File: config.mk
export PLATFORM = sky130hd
export DESIGN_NAME = uart_rx_order
export DESIGN_NICKNAME = d
export VERILOG_FILES = /design/src/rtl/rxo_pkg.sv /design/src/rtl/rxo_tick_gen.sv /design/src/rtl/rxo_line_cond.sv /design/src/rtl/rxo_frame.sv /design/src/rtl/uart_rx_order.sv
export SDC_FILE = /design/constraint.sdc
export NUM_CORES = 1
export LEC_CHECK = 0
export ABC_CLOCK_PERIOD_IN_PS = 3150
export BUFFER_PORTS_ARGS = -buffer_cell sky130_fd_sc_hd__clkbuf_2
export CORE_ASPECT_RATIO = 0.75
export CORE_MARGIN = 2
export CORE_UTILIZATION = 45
export DETAILED_ROUTE_END_ITERATION = 12
export PLACE_DENSITY = 0.69
export SETUP_SLACK_MARGIN = 0.1
export SYNTH_ARGS = -nofsm -noshare
export SYNTH_HDL_FRONTEND = slang
export SYNTH_SLANG_ARGS = --single-unit
File: constraint.sdc
create_clock -name clk -period 3.15 [get_ports clk]
set_clock_uncertainty 0.05 [all_clocks]
set_input_delay 0.945 -clock clk [delete_from_list [all_inputs] [get_ports clk]]
set_output_delay 0.945 -clock clk [all_outputs]
set_load 0.02 [all_outputs]
File: src/rtl/rxo_pkg.sv
package rxo_pkg;

    localparam int DATA_W    = 8;
    localparam int OSR       = 16;
    localparam int SAMPLE_AT = 7;
    localparam int CNT_W     = $clog2(OSR);
    localparam int IDX_W     = $clog2(DATA_W);

    typedef enum logic [2:0] {
        ST_IDLE  = 3'd0,
        ST_START = 3'd1,
        ST_DATA  = 3'd2,
        ST_PAR   = 3'd3,
        ST_STOP  = 3'd4
    } rx_state_e;

    typedef struct packed {
        logic msb_first;
        logic par_en;
        logic par_odd;
    } frame_cfg_t;

    typedef struct packed {
        logic [DATA_W-1:0] data;
        logic              par_err;
        logic              frm_err;
    } rx_result_t;

    // 1 when data and parity bit together violate the selected parity
    function automatic logic parity_bad(input logic [DATA_W-1:0] d,
                                        input logic p,
                                        input logic odd);
        return (^d) ^ p ^ odd;
    endfunction

    // Slot in the byte that receives data bit number idx
    function automatic logic [IDX_W-1:0] slot_of(input logic [IDX_W-1:0] idx,
                                                 input logic msb_first);
        return msb_first ? (IDX_W'(DATA_W - 1) - idx) : idx;
    endfunction

endpackage

File: src/rtl/rxo_tick_gen.sv
module rxo_tick_gen #(
    parameter int DIV_W   = 8,
    parameter int PRE_DIV = 8
) (
    input  logic             clk,
    input  logic             rst,
    input  logic             slow_src,
    input  logic [DIV_W-1:0] divisor,
    output logic             tick
);
    localparam int PRE_W = (PRE_DIV > 1) ? $clog2(PRE_DIV) : 1;

    logic [PRE_W-1:0] pre_cnt;
    logic [DIV_W-1:0] div_cnt;
    logic             src_en;

    always_ff @(posedge clk) begin
        if (rst) begin
            pre_cnt <= '0;
        end else if (pre_cnt == PRE_W'(PRE_DIV - 1)) begin
            pre_cnt <= '0;
        end else begin
            pre_cnt <= pre_cnt + 1'b1;
        end
    end

    assign src_en = slow_src ? (pre_cnt == PRE_W'(PRE_DIV - 1)) : 1'b1;

    always_ff @(posedge clk) begin
        if (rst) begin
            div_cnt <= '0;
            tick    <= 1'b0;
        end else if (src_en) begin
            if (div_cnt == '0) begin
                div_cnt <= divisor;
                tick    <= 1'b1;
            end else begin
                div_cnt <= div_cnt - 1'b1;
                tick    <= 1'b0;
            end
        end else begin
            tick <= 1'b0;
        end
    end
endmodule

File: src/rtl/rxo_line_cond.sv
module rxo_line_cond #(
    parameter int STAGES = 2
) (
    input  logic clk,
    input  logic rst,
    input  logic rxd,
    input  logic invert,
    output logic line,
    output logic fall
);
    logic [STAGES-1:0] sr;
    logic              line_d;

    for (genvar i = 0; i < STAGES; i++) begin : g_sync
        if (i == 0) begin : g_first
            always_ff @(posedge clk) begin
                if (rst) sr[0] <= 1'b1;
                else     sr[0] <= rxd ^ invert;
            end
        end else begin : g_next
            always_ff @(posedge clk) begin
                if (rst) sr[i] <= 1'b1;
                else     sr[i] <= sr[i-1];
            end
        end
    end

    assign line = sr[STAGES-1];

    always_ff @(posedge clk) begin
        if (rst) line_d <= 1'b1;
        else     line_d <= line;
    end

    assign fall = line_d & ~line;
endmodule

File: src/rtl/rxo_frame.sv
module rxo_frame
    import rxo_pkg::*;
(
    input  logic             clk,
    input  logic             rst,
    input  logic             tick,
    input  logic             line,
    input  logic             fall,
    input  frame_cfg_t       cfg,
    output logic             valid,
    output rx_result_t       result,
    output rx_state_e        state_o,
    output logic [CNT_W-1:0] tcnt_o
);
    rx_state_e         state;
    logic [CNT_W-1:0]  tcnt;
    logic [IDX_W-1:0]  idx;
    logic [DATA_W-1:0] shreg;
    logic              pbit;
    logic              sbit;
    logic              stop_done;
    logic              sample;
    logic              bit_end;
    logic              restart;
    logic              finish;
    logic              data_sample;
    logic [IDX_W-1:0]  slot;

    assign sample      = tick && (tcnt == CNT_W'(SAMPLE_AT));
    assign bit_end     = tick && (tcnt == CNT_W'(OSR - 1));
    assign restart     = fall && ((state == ST_IDLE) || (state == ST_STOP && stop_done));
    assign finish      = (state == ST_STOP) && (bit_end || (stop_done && fall));
    assign data_sample = (state == ST_DATA) && sample;
    assign slot        = slot_of(idx, cfg.msb_first);

    // Tick counter within the current bit
    always_ff @(posedge clk) begin
        if (rst) begin
            tcnt <= '0;
        end else if (restart) begin
            tcnt <= '0;
        end else if (state != ST_IDLE && tick) begin
            tcnt <= tcnt + 1'b1;
        end
    end

    // Byte assembly: each slot loads from the line when it is addressed
    for (genvar b = 0; b < DATA_W; b++) begin : g_slot
        always_ff @(posedge clk) begin
            if (rst) begin
                shreg[b] <= 1'b0;
            end else if (data_sample && slot == IDX_W'(b)) begin
                shreg[b] <= line;
            end
        end
    end

    always_ff @(posedge clk) begin
        if (rst) begin
            state     <= ST_IDLE;
            idx       <= '0;
            pbit      <= 1'b0;
            sbit      <= 1'b1;
            stop_done <= 1'b0;
            valid     <= 1'b0;
            result    <= '0;
        end else begin
            valid <= 1'b0;
            unique case (state)
                ST_IDLE: begin
                    if (fall) state <= ST_START;
                end
                ST_START: begin
                    if (sample && line) begin
                        state <= ST_IDLE;
                    end else if (bit_end) begin
                        state <= ST_DATA;
                        idx   <= '0;
                    end
                end
                ST_DATA: begin
                    if (bit_end) begin
                        if (idx == IDX_W'(DATA_W - 1)) begin
                            state     <= cfg.par_en ? ST_PAR : ST_STOP;
                            stop_done <= 1'b0;
                        end else begin
                            idx <= idx + 1'b1;
                        end
                    end
                end
                ST_PAR: begin
                    if (sample) pbit <= line;
                    if (bit_end) begin
                        state     <= ST_STOP;
                        stop_done <= 1'b0;
                    end
                end
                ST_STOP: begin
                    if (sample) begin
                        sbit      <= line;
                        stop_done <= 1'b1;
                    end
                    if (finish) begin
                        valid          <= 1'b1;
                        result.data    <= shreg;
                        result.par_err <= cfg.par_en & parity_bad(shreg, pbit, cfg.par_odd);
                        result.frm_err <= ~sbit;
                        stop_done      <= 1'b0;
                        state          <= fall ? ST_START : ST_IDLE;
                    end
                end
                default: state <= ST_IDLE;
            endcase
        end
    end

    assign state_o = state;
    assign tcnt_o  = tcnt;
endmodule

File: src/rtl/uart_rx_order.sv
module uart_rx_order
    import rxo_pkg::*;
#(
    parameter int DIV_W       = 8,
    parameter int PRE_DIV     = 8,
    parameter int SYNC_STAGES = 2
) (
    input  logic              clk,
    input  logic              rst,
    input  logic              cfg_slow_src,
    input  logic [DIV_W-1:0]  cfg_divisor,
    input  logic              cfg_msb_first,
    input  logic              cfg_par_en,
    input  logic              cfg_par_odd,
    input  logic              cfg_invert,
    input  logic              rxd,
    output logic [DATA_W-1:0] rx_data,
    output logic              rx_valid,
    output logic              rx_par_err,
    output logic              rx_frm_err
);
    logic             tick_w;
    logic             line_w;
    logic             fall_w;
    frame_cfg_t       fcfg;
    rx_result_t       res;
    rx_state_e        st_w;
    logic [CNT_W-1:0] tcnt_w;

    assign fcfg = '{msb_first: cfg_msb_first, par_en: cfg_par_en, par_odd: cfg_par_odd};

    rxo_tick_gen #(.DIV_W(DIV_W), .PRE_DIV(PRE_DIV)) u_tick (
        .clk      (clk),
        .rst      (rst),
        .slow_src (cfg_slow_src),
        .divisor  (cfg_divisor),
        .tick     (tick_w)
    );

    rxo_line_cond #(.STAGES(SYNC_STAGES)) u_line (
        .clk    (clk),
        .rst    (rst),
        .rxd    (rxd),
        .invert (cfg_invert),
        .line   (line_w),
        .fall   (fall_w)
    );

    rxo_frame u_frame (
        .clk     (clk),
        .rst     (rst),
        .tick    (tick_w),
        .line    (line_w),
        .fall    (fall_w),
        .cfg     (fcfg),
        .valid   (rx_valid),
        .result  (res),
        .state_o (st_w),
        .tcnt_o  (tcnt_w)
    );

    assign rx_data    = res.data;
    assign rx_par_err = res.par_err;
    assign rx_frm_err = res.frm_err;
endmodule

======== Word level (Yosys, flattened, before mapping) ========
Cells that the tools add are included.
word-level totals
  output and inout port bits .............. 11
  register bits after elaboration ......... 47
  input port bits ......................... 16
  logic and storage cells ................. 125
cells by class
  muxes and demuxes ....................... 26
  bitwise logic cells ..................... 9
  equality and inequality tests ........... 25
  add/sub/neg operators ................... 5
  reductions and logical operators ........ 36
operators with widths
  operator                                                                  number
  3-bit two-way mux                                                         13
  3-bit == test (second input constant)                                     7
  1-bit logical AND                                                         17
  3-bit one-hot mux with 5 select lines                                     1
  3-bit by 2-bit == test with 1-bit output (second input constant)          4
  2-bit by 1-bit inequality test with 1-bit output (second input constant)  5
  5-bit AND reduction                                                       2
  1-bit two-way mux                                                         9
  8-bit zero test                                                           1
  8-bit two-way mux                                                         1
  2-bit OR reduction                                                        4
  8-bit XOR reduction                                                       1
  8-bit by 1-bit subtractor with 8-bit output (second input constant)       1
  3-bit by 1-bit adder with 3-bit output (second input constant)            2
  3-bit by 1-bit == test with 1-bit output (second input constant)          2
  3-bit zero test                                                           2
  2-bit inequality test (second input constant)                             3
  3-bit by 1-bit inequality test with 1-bit output (second input constant)  2
  3-bit one-hot mux with 2 select lines                                     1
  2-bit AND reduction                                                       3
  6-bit AND reduction                                                       1
  3-bit nonzero test                                                        2
  4-bit by 1-bit adder with 4-bit output (second input constant)            1
  4-bit by 3-bit == test with 1-bit output (second input constant)          1
  other kinds (8)                                                           15

======== Depth between registers and ports, before layout ========
  depth in word-level cells ............... 7
  mapped depth ............................ 8

======== Modules after synthesis ========
From an unflattened synthesis, not the netlist that was laid out.
unflattened totals
  cell total of the unflattened synthesis .. 276
  area, all modules ....................... 2338.5 µm²
by module, submodules not included
  module         cells each  area each (µm²)  times used
  rxo_frame      195         1574.0           1
  rxo_tick_gen   73          670.6            1
  rxo_line_cond  8           93.8             1

======== Worst setup path before layout ========
No wires, ideal clock.
  kind .................................... input-to-reg
  from .................................... input cfg_par_odd
  to ...................................... register u_frame.result[1] (netlist bit)
  cell stages on the path ................. 5
  path slack .............................. 1.232 ns
  setup time .............................. 0.070 ns
  path buffers ............................ 0
  data arrival time ....................... 1.797 ns
  data required time ...................... 3.030 ns
  cell sequence ........................... xnor2_1 > xnor3_1 > xnor2_1 > nand3_1 > a21oi_1
on the way
  cells in the longest elaborated chain, start to end .. 2
ends and longest elaborated chain
  what               RTL line             text
  from (decl)        uart_rx_order.sv:14  input logic cfg_par_odd,
  1-bit XOR          rxo_pkg.sv:33        return (^d) ^ p ^ odd;
  1-bit bitwise AND  rxo_frame.sv:106     result.par_err <= cfg.par_en & parity_bad(shreg, pbit, cfg.par_odd);
  to (decl)          rxo_frame.sv:11      output rx_result_t result,
No other way between the ends.
A chain may end at the register's enable or synchronous reset.

======== Worst setup path after layout ========
  from .................................... register u_frame.tcnt[0], in the netlist u_frame.tcnt_o[0]
  to ...................................... register u_frame.shreg[3]
on the way
  cells in the longest elaborated chain, start to end .. 4
ends and longest elaborated chain
  what                                      RTL line         text
  from (decl)                               rxo_frame.sv:16  logic [CNT_W-1:0] tcnt;
  from (signal assigned)                    rxo_frame.sv:43  tcnt <= tcnt + 1'b1;
  4-bit by 3-bit == test with 1-bit output  rxo_frame.sv:29  assign sample = tick && (tcnt == CNT_W'(SAMPLE_AT));
  1-bit logical AND                         rxo_frame.sv:29
  1-bit logical AND                         rxo_frame.sv:33  assign data_sample = (state == ST_DATA) && sample;
  1-bit logical AND                         rxo_frame.sv:52  end else if (data_sample && slot == IDX_W'(b)) begin
  to (signal, indexed assignment)           rxo_frame.sv:53  shreg[b] <= line;
  to (decl)                                 rxo_frame.sv:18  logic [DATA_W-1:0] shreg;
No other way between the ends.

==> metrics.yaml <==
power_density_nw_per_um2: 537
via_per_inst: 5.42
cts-root-buf: "clkbuf_8"
grt_pass1_wl_mm: 7.54
io_pins: 27
hold_path.class: "register to register"
slew_viol_final: 0
synth_fp_nets: 293
synth_top_cell_by_area: "dfxtp_1"
crit_path_max_fanout: 16
hold_buffers: 0
h-tree-depth: 2
ys_ff_latch: 47
reg2regPathDepth: 6
wl_met1_mm: 2.37
async_flop_share_pct: 0
grt_pass1_vias: 1689
highest_layer: "met4"
min_path_cells: 1
met3WireLength_um: 179
start_util_pct: 47.2
area_growth_pct: 9.96
path_cells: "ha_1 > nand3_1 > nor4_4 > a21boi_0 > a31oi_1 > nor2_1"
antenna_found_initial: 0
r2r-start: "u_frame.tcnt_o[0]"
wl_met2_mm: 1.85
status: "completed"
cp_data_arrival_time_ns: 2.25
antenna_left: 0
synth.top_cell.area_share_pct: 40.5
slowest_stage: "nor4_4"
synthCells: 270
hpwl_mm: 3.20
hold_end: "u_line.line"
drc: 0
cts_tree: "built"
path_class: "register to register"
rows: 22
vias: 1901
die_h_um: 66.2
synth.distinct_cells: 47
fin_crit_sh_pct: 67.1
p_leak_nw: 1.01
rrSetupSlack_ns: 1.04
cts.sinks: 47
layout-drive-gt1-share_pct: 15.1
n_antenna_cell: 0
port_buffers: 26
core_area_um2: 4930
rsz0062_at_grt: "no"
grt_max_degree: 30
yosys_most_used_dff: "dfxtp_1"
clock.fmax_mhz: 473
clock_latency_ns: 0.30
most-common-layout-cells: "dfxtp_1 (47), nor2_1 (30), clkbuf_2 (26)"
synth_warnings: 0
crit_path_start_kind: "register"
final.setup.worst_slack_ns: 1.04
finalWirelength_mm: 4.43
overflow: 0
final_nets: 314
gp_congestion: 0.836
die_area_um2: 5760
track_usage_pct: 16.7
die_w_um: 87.0
synth_area_um2: 2320
clk_path_buf_depth: 2
post-place-ws_ns: 1.06
ys_seq_area_share_pct: 40.5
relSlewSlack_pct: 51.0
clk_pin_slew_worst_paths_ns: 0.08
drt-initial-drc-count: 109
worstReg2RegEnd: "u_frame.shreg[3]"
min_period_ns: 2.11
synth.area.top_cells: "dfxtp_1 (40%), nor2_1 (4.8%), mux2i_1 (4.3%)"
post-cts-setup-buffer-count: 0
wl_per_cell_um: 12.6
fin_tns_setup_ns: 0
drv_cap: 0
cts_buffers: 5
hold_violations: 0
syn_area_per_cell_um2: 8.61
final_common_cell: "dfxtp_1"
dr.pass1.iters: 4
cp-end-kind: "register"
synth_edf_count: 0
setup_viol: 0
tightest_slew_ns: 0.730
cp.required_ns: 3.29
worstHoldStart: "u_line.sr[0]"
cts_resized: 0
peakVddDrop_v: 0.000331
cpPeakStageDelay_ns: 0.70
==> Yosys cell counts (2+ instances only) <==
cell      count
a211oi_1      5
a21boi_0      2
a21oi_1      19
a22o_1        2
a22oi_1       2
a31oi_1       4
buf_2         3
buf_4         2
clkbuf_1      6
dfxtp_1      47
ha_1          7
inv_1         5
mux2_2        5
mux2i_1      10
nand2_1      25
nand2b_1     10
nand3_1      17
nor2_1       30
nor2b_1       5
nor3_1        7
nor3b_1       4
nor4_1        3
o21ai_0       4
o22ai_1       9
o31ai_1       2
or2_2         4
or3_1         3
xnor2_1       8
xor2_1        2
==> registers in the layout (all words and copies together) (netlist names) <==
name and flops:
u_line.line 1, u_tick.pre_cnt 3, u_line.sr 1, u_frame.shreg 8
u_frame.idx 3, u_tick.div_cnt 8, u_frame.tcnt_o 4, u_frame.stop_done 1
u_line.line_d 1, u_tick.tick 1, u_frame.sbit 1, u_frame.result 10
u_frame.state_o 3, u_frame.pbit 1, u_frame.valid 1
==> final cells by class <==
class                      instances  area (µm²)
clock inverter                     1        5.00
timing repair buffer              27         138
multi-input combinational        205        1290
clock buffer                       6        82.6
tap                               60        75.1
sequential                        47         941
inverter                           5        18.8
fill                             454        2370
==> logic make-up after synthesis <==
logic type | Yosys count | share of synthesized area, %
and+or+nand+nor | 117 | 25.6
adders and majority gates | 7 | 3.77
muxes | 15 | 6.73
buffers and inverters | 18 | 3.77
DFF | 47 | 40.5
AOI/OAI and AO/OA | 55 | 14.9
xor gates and xnor gates | 11 | 4.74
==> worst max path at each step <==
stage                           start                 to  slack [ns]  cells past startpoint
detailed placement  u_frame.tcnt_o[0]   u_frame.shreg[0]        1.06                      6
global route        u_frame.tcnt_o[0]   u_frame.shreg[3]        0.89                      6
CTS                 u_frame.tcnt_o[0]   u_frame.shreg[0]        1.06                      6
global placement          cfg_par_odd  u_frame.result[1]        1.08                      6
floorplan                 cfg_par_odd  u_frame.result[1]        1.23                      5
finish              u_frame.tcnt_o[0]   u_frame.shreg[3]        1.04                      6
==> metrics by stage <==
step / total power [mW] / utilization, % / cells / hold slack (ns) / instance area, µm²
2_1_floorplan: 0.957 / - / 270 / 0.339 / 2320
3_3_place_gp: 1.01 / 50.1 / 344 / 0.341 / 2470
3_5_place_dp: 1.02 / 50.1 / 344 / 0.343 / 2470
4_1_cts: 1.38 / 51.9 / 351 / 0.363 / 2550
5_1_grt: 1.46 / 51.9 / 351 / 0.378 / 2550
6_report: 1.37 / 51.9 / 351 / 0.360 / 2550
==> critical path: cells and delay by family (launching register included) <==
family / cells / cell delay, ns
flip-flops: 1 / 0.38
adder cells (fa/ha/maj): 1 / 0.20
AND/OR/NAND/NOR: 3 / 1.00
AO/OA/AOI/OAI: 2 / 0.37
==> metal layers <==
layer	vias up	track usage [%]
li1	1002	-
met1	852	24.1
met2	43	24.0
met3	4	4.24
met4	0	5.47
met5	-	0
==> where the power goes <==
group | leakage, nW | internal (mW) | total, mW | switching (mW)
clock | 0.0470 | 0.172 | 0.368 | 0.196
combinational | 0.579 | 0.157 | 0.317 | 0.160
sequential | 0.382 | 0.637 | 0.687 | 0.0500
(Power assumes the default switching activity.)
